**config.mk**
```make
export PLATFORM = sky130hd
export DESIGN_NAME = id_crc8_check
export DESIGN_NICKNAME = d
export VERILOG_FILES = /design/src/rtl/id_crc8_check.sv
export SDC_FILE = /design/constraint.sdc
export NUM_CORES = 1
export LEC_CHECK = 0
export BUFFER_PORTS_ARGS = -buffer_cell sky130_fd_sc_hd__buf_2
export CORE_ASPECT_RATIO = 0.8
export CORE_MARGIN = 2
export CORE_UTILIZATION = 45
export CTS_BUF_LIST = sky130_fd_sc_hd__clkbuf_4 sky130_fd_sc_hd__clkbuf_8
export DETAILED_ROUTE_END_ITERATION = 6
export PLACE_DENSITY = 0.73
export SETUP_SLACK_MARGIN = 0.2
export SYNTH_ARGS = -nofsm -noshare
export SYNTH_HDL_FRONTEND = slang
export SYNTH_SLANG_ARGS = --single-unit
```
**constraint.sdc**
```tcl
create_clock -name clk -period 1.7 [get_ports clk]
set_input_delay 0.17 -clock clk [delete_from_list [all_inputs] [get_ports clk]]
set_output_delay 0.17 -clock clk [all_outputs]
set_load 0.02 [all_outputs]
```
**src/rtl/id_crc8_check.sv**
```systemverilog
module id_crc8_check #(
  parameter int DATA_BITS = 56,
  parameter int CHK_BITS  = 8,
  parameter logic [CHK_BITS-1:0] POLY_TAP = 8'h18
) (
  input  logic                clk,
  input  logic                rst_n,
  input  logic                start,
  input  logic                bit_valid,
  input  logic                bit_in,
  output logic [CHK_BITS-1:0] crc_out,
  output logic                done,
  output logic                crc_ok
);
  localparam int TOTAL = DATA_BITS + CHK_BITS;
  localparam int CW    = $clog2(TOTAL + 1);

  logic [CW-1:0]       bit_cnt;
  logic [CHK_BITS-1:0] crc_q, exp_q;

  wire                take    = bit_valid && !start && (bit_cnt != CW'(TOTAL));
  wire                in_data = bit_cnt < CW'(DATA_BITS);
  wire                last    = take && (bit_cnt == CW'(TOTAL - 1));
  wire                fb      = bit_in ^ crc_q[0];
  wire [CHK_BITS-1:0] mixed   = crc_q ^ ({CHK_BITS{fb}} & POLY_TAP);
  wire [CHK_BITS-1:0] crc_nx  = {fb, mixed[CHK_BITS-1:1]};
  wire [CHK_BITS-1:0] exp_nx  = {bit_in, exp_q[CHK_BITS-1:1]};

  always_ff @(posedge clk or negedge rst_n) begin
    if (!rst_n) begin
      bit_cnt <= '0;
      crc_q   <= '0;
      exp_q   <= '0;
      done    <= 1'b0;
      crc_ok  <= 1'b0;
    end else if (start) begin
      bit_cnt <= '0;
      crc_q   <= '0;
      exp_q   <= '0;
      done    <= 1'b0;
      crc_ok  <= 1'b0;
    end else begin
      done <= last;
      if (take) begin
        bit_cnt <= bit_cnt + CW'(1);
        if (in_data) crc_q <= crc_nx;
        else         exp_q <= exp_nx;
      end
      if (last) crc_ok <= (exp_nx == crc_q);
    end
  end

  assign crc_out = crc_q;
endmodule


```
Word-level counts from Yosys, hierarchy flattened --
Index checks and enable logic that the tools add are counted.
Word-level totals: register bits 25, logic and storage cells 33, input port bits 5, output and inout bits 10
Cells by class: $add $sub $neg 1, reduce and logical (&&, ||, !) cells 9, equality and inequality tests 4, muxes and demuxes 11, bitwise operators 2, order comparisons 1
Operators with widths (count):
- $mux 8 | 6
- $mux 7 | 2
- $eq 8x8->1 | 1
- $xor 8x5->8 | 1
- $add 7x1->7 const B | 1
- $eq 7x6->1 const B | 1
- $lt 7x6->1 const B | 1
- $ne 7x7->1 const B | 1
- $reduce_bool 2->1 | 3
- $reduce_and 2->1 | 2
- $logic_and 1x1->1 | 3
- $mux 1 | 3
- $ne 2x2->1 const B | 1
- $logic_not 1->1 | 1
- $xor 1x1->1 | 1

Depth between registers and ports, before layout --
depth after elaboration 6, gate-level depth with buffers 6, depth with buffers taken out 5

Least setup slack after synthesis --
OpenSTA, ideal clock, no wires.
kind reg-to-reg, start point reg bit_cnt[0], end point reg crc_ok, required time 1.622 ns, period minus slack after synthesis 1.550 ns, buffers on the path 0, arrival time 1.472 ns, slack 0.150 ns, stages on the path, launching flop included 6, library setup time 0.078 ns, path through dfrtp_1 > ha_1 > nand3_1 > or3_1 > or3_1 > a21oi_1
Between the ends: longest elaborated chain between the ends 4, elaborated cells on any way between the ends 5, classes of those cells 2 x eq/ne; 3 x reduce/logical
RTL lines:
- from (decl) | RTL line 18 | logic [CW-1:0] bit_cnt;
- from (signal assigned) | RTL line 45 | bit_cnt <= bit_cnt + CW'(1);
- $ne 7x7->1 | RTL line 21 | wire take = bit_valid && !start && (bit_cnt != CW'(TOTAL));
- $logic_and 1x1->1 | RTL line 21
- $logic_and 1x1->1 (*) | RTL line 23 | wire last = take && (bit_cnt == CW'(TOTAL - 1));
- $reduce_bool 2->1 (no source line) (*)
- to (signal assigned) | RTL line 49 | if (last) crc_ok <= (exp_nx == crc_q);
- to (decl) | RTL line 13 | output logic crc_ok
Every way passes the cells marked *; elsewhere a longest branch is shown, timed or not. A chain may end at the register's enable or synchronous reset.

Worst setup path in the final report --
start point reg bit_cnt[0], end point reg exp_q[4]
Between the ends: longest elaborated chain between the ends 4, elaborated cells on any way between the ends 6, classes of those cells 1 x order compare; 2 x eq/ne; 3 x reduce/logical
RTL lines:
- branches (longest 3 deep; another with $lt 7x6->1)
- $reduce_and 2->1 (no source line) (*)
- to (signal assigned) | RTL line 47 | else exp_q <= exp_nx;
- to (decl) | RTL line 19 | logic [CHK_BITS-1:0] crc_q, exp_q;
Mark *: on every way between the ends.

==> impl_metrics.env <==
export IMPL_status="complete, no violations"
export IMPL_syn_inst=118
export IMPL_pre_cts_ws_ns=0.0836
export IMPL_antenna_left=0
export IMPL_rows=16
export IMPL_clockBufferDepth=2
export IMPL_yosysMostFrequentCell="dfrtp_1"
export IMPL_seqCellArea_sq_um=606
export IMPL_synth_top_cell_by_area="dfrtp_1"
export IMPL_insertion_delay_ns=0.31
export IMPL_ys_warn_count=0
export IMPL_hold_class="primary input to flop"
export IMPL_rsz0062_at_grt="yes"
export IMPL_dpl_hpwl_mm=1.75
export IMPL_required_ns=1.91
export IMPL_start_util_pct=48.5
export IMPL_drc=0
export IMPL_netlist_area_leader_share_pct=49.4
export IMPL_n_fill_cell=215
export IMPL_multiInputGateArea_sq_um=614
export IMPL_critPathMaxStageDelay_ns=0.41
export IMPL_port_buffers=14
export IMPL_drive_above_1_share_pct=32.4
export IMPL_async_flop_share_pct=100
export IMPL_grt_pass1_vias=969
export IMPL_die_w_um=62.1
export IMPL_final_setup_viol_count=0
export IMPL_max_cap_violations=0
export IMPL_syn_nets=125
export IMPL_critPathKind="flop to flop"
export IMPL_stdcell_area_sq_mm=0.00153
export IMPL_grt_antenna_before_repair=0
export IMPL_fp_coreArea_sq_mm=0.00250
export IMPL_cts_root_buf="clkbuf_4"
export IMPL_yosys_top_cells_count="24 x dfrtp_1, 13 x nor2_1, 12 x xnor2_1"
export IMPL_clock_skew_ns=0.00431
export IMPL_hold_ws_ns=0.172
export IMPL_cts_made_buffers=3
export IMPL_cp_arrival_ns=1.74
export IMPL_crit_fanout=7
export IMPL_slew_viol_final=0
export IMPL_syn_to_final_growth_pct=25.5
export IMPL_final_nets=156
export IMPL_place_area_sq_mm=0.00138
export IMPL_relSlewSlack_pct=64.5
export IMPL_h_tree_depth=1
export IMPL_ys_seq_elements=24
export IMPL_die_area_sq_mm=0.00313
export IMPL_cts_sinks=24
export IMPL_setup_ws_ns=0.163
export IMPL_cts_tree="yes"
export IMPL_grt_max_degree=25
export IMPL_die_h_um=50.5
export IMPL_power_density_mw_per_mm2=685
export IMPL_crit_chain="inv_1 -> ha_4 -> a311oi_4 -> buf_12 -> mux2i_2 -> nor2_1"
export IMPL_reg2reg_depth=6
export IMPL_cp_end_kind="flop"
export IMPL_drt_pass1_iterations=5
export IMPL_peakVddDrop_mv=0.548
export IMPL_drt_wl_total_mm=2.69
export IMPL_gp_congestion=0.814
export IMPL_synth_distinct_cells=24
export IMPL_finalCritPeriodShare_pct=90.4
export IMPL_hold_violations=0
export IMPL_viasPerCell=5.34
export IMPL_io_pins=15
export IMPL_n_antenna_cell=0
export IMPL_cp_start_kind="flop"
export IMPL_clkTransAtPathRegs_ns=0.13
export IMPL_grt_pass1_wl_mm=4.31
export IMPL_drtIter0Drc=20
export IMPL_netlist_top_cells_area="dfrtp_1 49%, xnor2_1 8.7%, mux2i_1 7.4%, nor2_1 4.0%, nand3_1 3.7%"
export IMPL_syn_avg_cell_area_sq_um=10.3
export IMPL_p_leak_uw=0.000669
export IMPL_yosysSeqAreaShare_pct=49.4
export IMPL_slowest_stage="dfrtp_1"
export IMPL_layout_min_cycle_time_ns=1.54
export IMPL_fin_util_pct=61.0
export IMPL_synth_ff_type="dfrtp_1"
export IMPL_hold_depth=3
export IMPL_grtUsageTotal_pct=18.5
export IMPL_worst_pin_slew_ns=0.533
export IMPL_wire_per_inst_um=14.6
export IMPL_max_freq_mhz=651
export IMPL_totalNegativeSetupSlack_ns=0
export IMPL_synth_edf_count=0
export IMPL_vias=983
export IMPL_netlist_area_sq_mm=0.00121
export IMPL_grt_overflow_total=0
-- worst paths after layout --
check | from | end | slack (ns)
max in group asynchronous | rst_n | bit_cnt[4] | 0.96
max reg2reg | bit_cnt[0] | exp_q[4] | 0.16
min in group asynchronous | rst_n | bit_cnt[6] | 0.35
min | bit_valid | crc_out[3] | 0.17
max | bit_cnt[0] | exp_q[4] | 0.16
min reg2reg | bit_cnt[2] | bit_cnt[2] | 0.52
-- kinds of logic after synthesis --
kind of cell	count (synthesis)	synth area share, %
XOR/XNOR	14	10.1
AND/OR/NAND/NOR	45	18.3
buffers and inverters	8	2.57
flip-flops	24	49.4
AO/OA/AOI/OAI	15	9.17
multiplexers	10	8.34
adder cells (fa/ha/maj)	2	2.06
-- routing by layer --
layer	up-vias	global-route usage, %	part of all wire, %
met5	-	0	0
met4	0	3.55	0.97
met3	4	5.41	4.2
met2	22	28.8	47
met1	490	25.6	48
li1	467	-	-
-- layout by cell type (no fill, tap or decap), types with 2 or more instances in the layout --
cell / count
or3_1: 2
dfrtp_1: 20
nand2b_1: 2
nand2_1: 9
nor2_1: 13
nand3b_1: 3
buf_2: 14
nand3_1: 8
xnor2_1: 12
nand4_1: 3
dfrtp_2: 4
inv_1: 3
a21oi_1: 7
o21ai_0: 3
buf_4: 15
a31oi_1: 2
clkbuf_4: 3
xor2_1: 2
mux2i_1: 8
-- worst max-delay path: cells and delay by family, from the launching register on --
family	cells	cell delay (ns)
compound gates	1	0.29
flops	1	0.41
buf+inv	2	0.26
fa+ha+maj	1	0.19
mux	1	0.21
simple gates	1	0.07
-- area by class of cell --
cell class	instances	share of cell area [%]
Inverter	3	0.738
Timing Repair Buffer	31	13.9
Multi-Input combinational cell	86	40.3
Clock buffer	4	2.38
Sequential cell	24	39.7
Tap cell	36	2.95
-- where the power goes --
part,switching (uW),leakage (uW),internal (uW),total [uW]
Combinational,81.1,0.000323,67.2,148
Clock,169,0.0000210,131,299
Sequential,14.3,0.000325,583,597
Total,264,0.000669,781,1040
-- timing repair --
action / 4_1_cts / 5_1_grt
endpoints found under the hold margin: 24 / 0
pin swaps: 4 / 9
setup buffers: 4 / 7
setup endpoints to repair: 8 / 11
gates resized for setup: 3 / 4
hold buffers: 1 / 0
cloned: 0 / 0
-- sequential cells by signal (all words and copies together), names as in the netlist --
register,flops
crc_out,8
crc_ok,1
bit_cnt,7
done,1
exp_q,7
-- through the flow --
step	instances	total power, uW
6_report	184	1040
4_1_cts	177	1030
5_1_grt	184	1090
2_1_floorplan	118	678
3_5_place_dp	168	721
3_3_place_gp	168	717
No activity file was read; power rests on OpenSTA's default activity.
